$ cat config.mk
export PLATFORM = sky130hd
export DESIGN_NAME = cce_rx
export DESIGN_NICKNAME = d
export VERILOG_FILES = /design/src/rtl/cce_pkg.sv /design/src/rtl/cce_sync.sv /design/src/rtl/cce_frame.sv /design/src/rtl/cce_regs.sv /design/src/rtl/cce_keyout.sv /design/src/rtl/cce_rx.sv
export SDC_FILE = /design/constraint.sdc
export NUM_CORES = 1
export LEC_CHECK = 0
export CAP_MARGIN = 15
export CORE_ASPECT_RATIO = 1.2
export CORE_MARGIN = 8
export CORE_UTILIZATION = 50
export DETAILED_ROUTE_END_ITERATION = 8
export DONT_BUFFER_PORTS = 1
export GPL_TIMING_DRIVEN = 0
export SLEW_MARGIN = 5
export SYNTH_ARGS = -nofsm -noshare
export SYNTH_HDL_FRONTEND = slang
export SYNTH_SLANG_ARGS = --single-unit
$ cat constraint.sdc
create_clock -name clk_i -period 5.55 [get_ports clk_i]
set_clock_uncertainty 0.05 [all_clocks]
set_input_delay 0.555 -clock clk_i [delete_from_list [all_inputs] [get_ports clk_i]]
set_output_delay 0.555 -clock clk_i [all_outputs]
set_load 0.005 [all_outputs]
$ cat src/rtl/cce_pkg.sv
package cce_pkg;
  localparam int CTRL_W = 9;

  // field order from bit 0 upward follows payload arrival order
  typedef struct packed {
    logic       bias;
    logic       seg_off;
    logic [2:0] port_sel;
    logic [1:0] scan_sel;
    logic [1:0] sleep;
  } ctrl_t;
endpackage

$ cat src/rtl/cce_sync.sv
module cce_sync #(
  parameter int STAGES = 2
) (
  input  logic clk_i,
  input  logic rst_ni,
  input  logic d_i,
  output logic q_o
);
  logic [STAGES-1:0] sr_q;

  always_ff @(posedge clk_i or negedge rst_ni) begin
    if (!rst_ni) sr_q <= '0;
    else         sr_q <= {sr_q[STAGES-2:0], d_i};
  end

  assign q_o = sr_q[STAGES-1];
endmodule

$ cat src/rtl/cce_frame.sv
module cce_frame #(
  parameter int          TOTAL    = 229,
  parameter logic [7:0]  DEV_ADDR = 8'h42,
  localparam int         CW       = $clog2(TOTAL + 2)
) (
  input  logic             clk_i,
  input  logic             rst_ni,
  input  logic             ce_ph_i,
  input  logic             ce_rise_i,
  input  logic             ce_fall_i,
  input  logic             bit_rise_i,
  input  logic             din_i,
  output logic             sel_o,
  output logic             commit_o,
  output logic [TOTAL-1:0] shadow_o
);
  localparam logic [CW-1:0] FULL = CW'(TOTAL);
  localparam logic [CW-1:0] OVER = CW'(TOTAL + 1);

  logic [7:0]       addr_q;
  logic [3:0]       acnt_q;
  logic [CW-1:0]    bcnt_q;
  logic             sel_q;
  logic [TOTAL-1:0] shadow_q;

  assign commit_o = ce_fall_i && sel_q && (bcnt_q == FULL);
  assign sel_o    = sel_q;
  assign shadow_o = shadow_q;

  always_ff @(posedge clk_i or negedge rst_ni) begin
    if (!rst_ni) begin
      addr_q <= '0;
      acnt_q <= '0;
    end else if (ce_rise_i) begin
      addr_q <= '0;
      acnt_q <= '0;
    end else if (bit_rise_i && !ce_ph_i) begin
      addr_q <= {din_i, addr_q[7:1]};
      if (acnt_q != 4'd8) acnt_q <= acnt_q + 4'd1;
    end
  end

  always_ff @(posedge clk_i or negedge rst_ni) begin
    if (!rst_ni) begin
      sel_q  <= 1'b0;
      bcnt_q <= '0;
    end else if (ce_rise_i) begin
      sel_q  <= (acnt_q == 4'd8) && (addr_q == DEV_ADDR);
      bcnt_q <= '0;
    end else if (ce_fall_i) begin
      sel_q  <= 1'b0;
    end else if (bit_rise_i && ce_ph_i && sel_q && bcnt_q != OVER) begin
      bcnt_q <= bcnt_q + 1'b1;
    end
  end

  always_ff @(posedge clk_i or negedge rst_ni) begin
    if (!rst_ni) shadow_q <= '0;
    else if (bit_rise_i && ce_ph_i && sel_q && bcnt_q < FULL)
      shadow_q[bcnt_q] <= din_i;
  end
endmodule

$ cat src/rtl/cce_regs.sv
module cce_regs
  import cce_pkg::*;
#(
  parameter int  DISP_BITS = 220,
  localparam int TOTAL     = DISP_BITS + CTRL_W
) (
  input  logic                 clk_i,
  input  logic                 rst_ni,
  input  logic                 commit_i,
  input  logic [TOTAL-1:0]     shadow_i,
  output logic [DISP_BITS-1:0] disp_o,
  output ctrl_t                ctrl_o,
  output logic                 load_o
);
  always_ff @(posedge clk_i or negedge rst_ni) begin
    if (!rst_ni) begin
      disp_o <= '0;
      ctrl_o <= '0;
      load_o <= 1'b0;
    end else begin
      load_o <= commit_i;
      if (commit_i) begin
        disp_o <= shadow_i[DISP_BITS-1:0];
        ctrl_o <= ctrl_t'(shadow_i[TOTAL-1 -: CTRL_W]);
      end
    end
  end
endmodule

$ cat src/rtl/cce_keyout.sv
module cce_keyout #(
  parameter int  KEY_BITS = 30,
  localparam int IW       = $clog2(KEY_BITS + 1)
) (
  input  logic                clk_i,
  input  logic                rst_ni,
  input  logic                dev_rst_ni,
  input  logic                ce_rise_i,
  input  logic                ce_ph_i,
  input  logic                bit_rise_i,
  input  logic                sel_i,
  input  logic [KEY_BITS-1:0] key_i,
  output logic                pull_o
);
  logic [KEY_BITS:0] snap_q;  // top bit is a released guard past the last key
  logic [IW-1:0]     idx_q;

  always_ff @(posedge clk_i or negedge rst_ni) begin
    if (!rst_ni) begin
      snap_q <= '1;
      idx_q  <= '0;
    end else if (ce_rise_i) begin
      snap_q <= {1'b1, (dev_rst_ni ? key_i : '0)};
      idx_q  <= '0;
    end else if (bit_rise_i && ce_ph_i && idx_q != IW'(KEY_BITS)) begin
      idx_q  <= idx_q + 1'b1;
    end
  end

  assign pull_o = sel_i && !snap_q[idx_q];
endmodule

$ cat src/rtl/cce_rx.sv
module cce_rx
  import cce_pkg::*;
#(
  parameter int         DISP_BITS   = 220,
  parameter int         KEY_BITS    = 30,
  parameter logic [7:0] DEV_ADDR    = 8'h42,
  parameter int         SYNC_STAGES = 2,
  localparam int        TOTAL       = DISP_BITS + CTRL_W,
  localparam int        NLINES      = 3
) (
  input  logic                 clk_i,
  input  logic                 rst_ni,
  input  logic                 dev_rst_ni,
  input  logic                 ce_i,
  input  logic                 sclk_i,
  input  logic                 sdi_i,
  input  logic [KEY_BITS-1:0]  key_i,
  output logic                 sdo_pull_o,
  output logic [DISP_BITS-1:0] disp_o,
  output logic [1:0]           sleep_o,
  output logic [1:0]           scan_sel_o,
  output logic [2:0]           port_sel_o,
  output logic                 seg_off_o,
  output logic                 bias_o,
  output logic                 load_o
);
  logic [NLINES-1:0] raw, lvl;
  logic              ce_d, sclk_d;
  logic              ce_rise, ce_fall, bit_rise;
  logic              sel, commit;
  logic [TOTAL-1:0]  shadow;
  ctrl_t             ctrl;

  assign raw = {sdi_i, sclk_i, ce_i};

  for (genvar g = 0; g < NLINES; g++) begin : g_sync
    cce_sync #(.STAGES(SYNC_STAGES)) u_sync (
      .clk_i (clk_i),
      .rst_ni(rst_ni),
      .d_i   (raw[g]),
      .q_o   (lvl[g])
    );
  end

  always_ff @(posedge clk_i or negedge rst_ni) begin
    if (!rst_ni) begin
      ce_d   <= 1'b0;
      sclk_d <= 1'b0;
    end else begin
      ce_d   <= lvl[0];
      sclk_d <= lvl[1];
    end
  end

  // ce_d is the phase level; it moves on the same edge that acts on a ce change
  assign ce_rise  =  lvl[0] && !ce_d;
  assign ce_fall  = !lvl[0] &&  ce_d;
  assign bit_rise =  lvl[1] && !sclk_d;

  cce_frame #(.TOTAL(TOTAL), .DEV_ADDR(DEV_ADDR)) u_frame (
    .clk_i     (clk_i),
    .rst_ni    (rst_ni),
    .ce_ph_i   (ce_d),
    .ce_rise_i (ce_rise),
    .ce_fall_i (ce_fall),
    .bit_rise_i(bit_rise),
    .din_i     (lvl[2]),
    .sel_o     (sel),
    .commit_o  (commit),
    .shadow_o  (shadow)
  );

  cce_regs #(.DISP_BITS(DISP_BITS)) u_regs (
    .clk_i   (clk_i),
    .rst_ni  (rst_ni),
    .commit_i(commit),
    .shadow_i(shadow),
    .disp_o  (disp_o),
    .ctrl_o  (ctrl),
    .load_o  (load_o)
  );

  cce_keyout #(.KEY_BITS(KEY_BITS)) u_keyout (
    .clk_i     (clk_i),
    .rst_ni    (rst_ni),
    .dev_rst_ni(dev_rst_ni),
    .ce_rise_i (ce_rise),
    .ce_ph_i   (ce_d),
    .bit_rise_i(bit_rise),
    .sel_i     (sel),
    .key_i     (key_i),
    .pull_o    (sdo_pull_o)
  );

  assign sleep_o    = ctrl.sleep;
  assign scan_sel_o = ctrl.scan_sel;
  assign port_sel_o = ctrl.port_sel;
  assign seg_off_o  = ctrl.seg_off;
  assign bias_o     = ctrl.bias;
endmodule

==> results of run 1 <==
registers in the layout (all words and copies together) (netlist names), 5 cells and up:
| register | flops |
|---|---|
| u_keyout.idx_q | 5 |
| u_keyout.snap_q | 30 |
| u_frame.shadow_o | 229 |
| u_frame.addr_q | 8 |
| u_regs.disp_o | 220 |
| g_sync.u_sync.sr_q | 6 |
| u_frame.bcnt_q | 8 |
| u_regs.ctrl_o | 9 |
layer usage:
metal  wire length (microns)  vias up  share of wire (%)
met5                       0        -                  0
met4                    1502        0                2.8
met3                    4230       89                8.0
met2                   25220      311                 48
met1                   21790     6165                 41
li1                        -     5383                  -
worst min path at each step:
stage                      start                end  slack [ns]
after floorplan           rst_ni               ce_d        0.21
after global placement    rst_ni   u_regs.disp_o[6]        0.22
after detailed placement  rst_ni  u_regs.disp_o[10]        0.23
after CTS                 rst_ni  u_regs.disp_o[10]       -0.41
after global routing      rst_ni   u_regs.disp_o[8]       -0.42
final                     rst_ni  u_regs.disp_o[10]       -0.38
synth_stat cells (all sizes together) (3+ instances only):
cell type,count
mux4,4
dfrtp,493
and2,14
buf,42
nand3b,6
ha,11
nand4,4
nor2,169
a22o,30
nor3b,4
inv,11
dfstp,30
nand2,119
and3,4
o21ai,8
mux2,458
clkbuf,58
xor2,5
nand3,6
nor2b,6
mux2i,23
a21oi,4
nor3,3
or3,4
a31oi,3
worst register-to-register path, delay by kind of cell (launching register included):
kind	cells	cell delay [ns]
buf+inv	4	1.24
fa+ha+maj	1	0.13
flops	1	0.46
simple gates	2	0.75
mux	1	0.37
layout make-up:
type / instances / area, sq um / share of cell area [%]
clock buffers: 77 / 1474 / 6.255
clock inverters: 18 / 178.9 / 0.7593
inverters: 11 / 41.29 / 0.1752
plain buffers: 100 / 447.9 / 1.901
flip-flops and latches: 523 / 13130 / 55.70
well taps: 546 / 683.2 / 2.899
multi-input cells: 901 / 7575 / 32.15
repair buffers: 4 / 37.54 / 0.1593
cell families (layout without fill, tap and decap cells):
group	after synthesis	after routing	synth area share, %
adder cells (fa/ha/maj)	11	11	0.6495
flip-flops	523	523	61.94
AO/OA/AOI/OAI	53	53	1.949
buffers and inverters	111	210	2.309
XOR/XNOR	7	7	0.2893
multiplexers	485	485	25.85
AND/OR/NAND/NOR	345	345	7.009
what timing repair did:
item | CTS | global route
resized for setup | 0 | 0
endpoints found under the setup margin | 0 | 0
setup buffers | 0 | 0
hold endpoints to repair | 526 | 493
power by group:
group          switching, uW  internal, uW
Sequential              20.5          3860
Clock                   1450          1980
Combinational           72.6          56.1
Total                   1540          5890
stage by stage:
step / cell area [sq um] / total power (uW) / setup slack [ns]
after floorplan: 21190 / 4041 / 3.374
after detailed placement: 21880 / 4079 / 2.447
final: 23560 / 7434 / 2.431
after global routing: 23560 / 7713 / 2.246
after CTS: 23560 / 7534 / 2.424
after global placement: 21870 / 4075 / 2.467
==> reports/qor.txt, run 1 <==
Vias in the first global route: 12.50k
Tightest hold margin: -0.3816 ns
Filler Cell Count: 3,375
Synth cell types: 47
R2r endpoint: u_regs.disp_o[130]
Routability Congestion: 0.8017
Asr flop ratio synth: 100.0%
Cell Count, Final, Fillers Out: 2,180
CTS Hold Buffers Added: 3
Vias per cell: 5.481
Wirelength, routed: 52,750 microns
Met1 Track Usage GR: 27.18%
TritonCTS buffer count: 51
Critical path depth in cells: 8
Clock Sinks: 523
Clk slew on worst S/H paths: 0.06 ns
Crit path DAT: 3.53 ns
Final Hold Vio Count: 380
Setup_tns: 0 ns
DIE AREA: 49,250 sq um
Num ports: 267
Yosys top cell by area: dfrtp_1
Seq/Total Area, Yosys: 61.94%
Number of enable flip-flop cells after synthesis: 0
Setup CP Type: reg2reg
GRT Residual Overflow: 0
WL/cell: 24.20 microns
Initial antenna violation count: 0
Yosys reg bits: 523
Reg2reg start: u_frame.bcnt_q[1]
DR DRC count: 0
Violated checks: negative hold slack, max-slew violations
DR pass1 iterations: 5
Later-pin clock latency in the skew report: 0.59 ns
Final min period: 3.119 ns
Least-Margin Pin Slew: 1.944 ns
Worst path slowest cell: dfrtp_1
Met2 global-route usage: 34.18%
Max Transition Viols Final: 228
VDD IR max: 266.8 uV
Htree depth: 2
GRT met3 Usage: 7.303%
Initial Utilization: 50.74%
Most frequent CP cell: buf_2
Remaining antenna violation count after routing: 0
CTS root buffer: clkbuf_16
Fmax: 0.3206 GHz
I/O Buffers: 0
Crit path max fanout: 10
Inserted Diodes: 0
Synthesized area per cell: 13.80 sq um
Yosys warning total: 0
CTS tree: built
Crit start category: register
Worst rel slew slack: -29.62%
Syn Nets: 1,582
Clock buffer depth: 3
Placement Rows: 82
CP peak stage delay: 0.46 ns
First-pass GRT wire length: 80,430 microns
Die height: 241.5 microns
Worst Hold Class: in2async
Vias: 11.95k
CP required: 5.97 ns
Cell Area, Synth: 21,190 sq um
Crit path buffers/inverters: 4
Final period utilization: 56.20%
P&R area growth vs syn: 11.20%
Largest delay contributor family on the critical path: buffers and inverters
# Max-Cap Violations: 0
Top post-synthesis cells by area: dfrtp_1 58%, mux2_2 23%, dfstp_2 3.7%, nor2_1 3.0%, nand2_1 2.1%
Die W: 203.9 microns
Final Util: 56.43%
Drt first-iter violations: 631
Nets: 1,639
Most frequent cells in the layout: 493 x dfrtp_1, 441 x mux2_2, 168 x nor2_1
Synth top area share: 58.22%
Run status: finished, violations left
Largest net degree at the start of global routing: 524
PD cells: 315.5 nW/um^2
Layout cells sized above 1: 36.90%
Static leakage: 0.01143 uW
Critical path cell sequence: inv_1, ha_1, clkbuf_1, nand2_2, nor3_2, buf_2, buf_2, mux2_2
CP Capture Point: u_regs.disp_o[130]
Unrepaired setup endpoints after global routing: no
GRT Total Usage: 21.41%
GRT busiest layer: met2
Placed cells: 2,082
Ys flop type: dfrtp_1
Post-Synthesis Cells: 1,535
Critical Path Source: u_frame.bcnt_q[1]
Reg2reg path depth: 8
Core area: 41,760 sq um
HPWL after detailed placement: 35,720 microns
Setup violations, final: 0
CP Capture Type: register
Reg-to-reg slack, setup: 2.43 ns
Most common cell after layout, fill and taps aside: dfrtp_1
Power figures use the tool's default switching activity.
==> run 2, diff against run 1 <==
--- a/config.mk
+++ b/config.mk
@@ -12,6 +12,7 @@
 export DETAILED_ROUTE_END_ITERATION = 8
 export DONT_BUFFER_PORTS = 1
 export GPL_TIMING_DRIVEN = 0
+export PLACE_DENSITY = 0.68
 export SLEW_MARGIN = 5
 export SYNTH_ARGS = -nofsm -noshare
 export SYNTH_HDL_FRONTEND = slang
==> constraint.sdc (replaced) <==
create_clock -name clk_i -period 2.8 [get_ports clk_i]
set_clock_uncertainty 0.05 [all_clocks]
set_input_delay 0.28 -clock clk_i [delete_from_list [all_inputs] [get_ports clk_i]]
set_output_delay 0.28 -clock clk_i [all_outputs]
set_load 0.005 [all_outputs]
==> reports/qor.txt, run 2 (synthesis results as in run 1) <==
Run status: finished, violations left (unchanged)
Violated checks: negative hold slack (was negative hold slack, max-slew violations)
Crit start category: register (unchanged)
First-pass GRT wire length: 81,160 microns (was 80,430 microns)
Crit path DAT: 2.32 ns (was 3.53 ns)
DR pass1 iterations: 7 (was 5)
Least-Margin Pin Slew: 1.430 ns (was 1.944 ns)
GRT Residual Overflow: 0 (unchanged)
Critical Path Source: u_keyout.idx_q[1] (was u_frame.bcnt_q[1])
Clock Sinks: 523 (unchanged)
HPWL after detailed placement: 35,900 microns (was 35,720 microns)
Routability Congestion: 0.8111 (was 0.8017)
Die height: 241.5 microns (unchanged)
Clock buffer depth: 3 (unchanged)
Final period utilization: 94.67%
Vias in the first global route: 12.99k (was 12.50k)
DR DRC count: 0 (unchanged)
CP Capture Type: output pin (was register)
Worst Hold Class: in2async (unchanged)
Initial Utilization: 50.74% (unchanged)
CTS Hold Buffers Added: 33 (was 3)
Later-pin clock latency in the skew report: 0.58 ns (was 0.59 ns)
Final Util: 57.53% (was 56.43%)
Setup violations, final: 0 (unchanged)
CP required: 2.47 ns (was 5.97 ns)
Most common cell after layout, fill and taps aside: dfrtp_1 (unchanged)
Nets: 1,668 (was 1,639)
Clk slew on worst S/H paths: 0.06 ns (about the same)
Fmax: 0.3772 GHz
Remaining antenna violation count after routing: 0 (unchanged)
P&R area growth vs syn: 13.38% (was 11.20%)
Tightest hold margin: -0.6518 ns (was -0.3816 ns)
Largest register FFs: 229 (unchanged)
Inserted Diodes: 0 (unchanged)
Multi-input logic area: 7591 sq um (was 7575 sq um)
Reg2reg start: u_frame.bcnt_q[0] (was u_frame.bcnt_q[1])
CTS root buffer: clkbuf_16 (unchanged)
CP peak stage delay: 0.46 ns (about the same)
Die W: 203.9 microns (unchanged)
Worst path slowest cell: dfrtp_1 (unchanged)
Largest net degree at the start of global routing: 524 (unchanged)
Initial antenna violation count: 0 (unchanged)
Htree depth: 2 (unchanged)
Num ports: 267 (unchanged)
DIE AREA: 49,250 sq um (unchanged)
Drt first-iter violations: 528 (was 631)
GRT Total Usage: 21.34% (was 21.41%)
Worst rel slew slack: 4.648% (was -29.62%)
Placement Rows: 82 (unchanged)
Max Transition Viols Final: 0 (was 228)
Largest delay contributor family on the critical path: multiplexers (was buffers and inverters)
Crit path buffers/inverters: 1 (was 4)
Final Hold Vio Count: 517 (was 380)
Static leakage: 0.01164 uW (was 0.01143 uW)
Wirelength, routed: 52,790 microns (was 52,750 microns)
Most frequent cells in the layout: 493 x dfrtp_1, 441 x mux2_2, 168 x nor2_1 (unchanged)
Crit path max fanout: 10 (unchanged)
Storage cell area: 13,130 sq um (unchanged)
Final min period: 2.651 ns
Vias per cell: 5.509 (was 5.481)
Vias: 12.16k (was 11.95k)
Filler Cell Count: 3,345 (was 3,375)
Setup CP Type: reg2out (was reg2reg)
Layout cells sized above 1: 36.91% (was 36.90%)
TritonCTS buffer count: 51 (unchanged)
Unrepaired setup endpoints after global routing: no (unchanged)
I/O Buffers: 0 (unchanged)
PD cells: 633.1 nW/um^2 (was 315.5 nW/um^2)
WL/cell: 23.92 microns (was 24.20 microns)
Core area: 41,760 sq um (unchanged)
Critical path cell sequence: buf_2, mux2i_1, mux4_2, nand3b_1, a31oi_1 (was inv_1, ha_1, clkbuf_1, nand2_2, nor3_2, buf_2, buf_2, mux2_2)
# Max-Cap Violations: 0 (unchanged)
CTS tree: built (unchanged)
VDD IR max: 501.8 uV (was 266.8 uV)
==> run 2: worst paths after layout <==
check	to	slack [ns]	depth (start not counted)
worst max-delay path	sdo_pull_o	0.15	5
worst min-delay path	u_frame.shadow_o[9]	-0.65	0
worst max register to register	u_frame.shadow_o[0]	0.16	7
worst min register to register	g_sync[2].u_sync.sr_q[1]	0.30	0
max in group asynchronous	u_regs.disp_o[156]	2.19	0
min in group clk_i	g_sync[1].u_sync.sr_q[0]	0.22	1
==> run 2: where the power goes <==
| group | total (uW) | switching [uW] | internal, uW |
|---|---|---|---|
| Clock | 7220 | 2940 | 4280 |
| Sequential | 7700 | 44.3 | 7650 |
| Combinational | 291 | 151 | 139 |
| Total | 15200 | 3140 | 12100 |
==> run 2: layout make-up <==
| type | count | area share, % |
|---|---|---|
| multi-input combinational | 901 | 31.60 |
| clock inverter | 22 | 1.203 |
| timing repair buffer | 35 | 1.437 |
| tap | 546 | 2.844 |
| inverter | 11 | 0.1719 |
| buffer | 98 | 1.906 |
| clock buffer | 71 | 6.208 |
| sequential | 523 | 54.63 |
==> run 2: timing repair <==
action / in CTS / in global routing
setup buffers: 2 / 0
hold endpoints to repair: 556 / 523
pin swaps: 2 / 0
gates resized for setup: 8 / 2
setup endpoints to repair: 218 / 240
==> run 2: routing by layer <==
metal / vias to the layer above / track usage [%] / share of wire [%]
li1: 5438 / - / -
met2: 287 / 34.61 / 48
met4: 0 / 6.064 / 2.6
met5: - / 0 / 0
met1: 6352 / 27.12 / 41
met3: 82 / 6.835 / 8.2
==> run 2: through the flow <==
stage	cells	area (sq um)	TNS, ns	power [uW]	worst slack [ns]
after floorplan	1535	21190	0	8009	0.6764
after global placement	2081	21870	-65.37	8074	-0.4269
after detailed placement	2081	21870	-73.11	8086	-0.4479
after CTS	2209	24020	0	15390	0.005096
after global routing	2207	24020	0	15720	0.007103
final	2207	24020	0	15210	0.1491
==> run 2: worst reg2reg max path, stage by stage, from the launching register on <==
cell	delay [ns]
dfrtp_1	0.48
inv_1	0.12
ha_1	0.14
clkbuf_1	0.26
inv_1	0.12
nor3_1	0.89
nand2_1	0.15
mux2_2	0.32
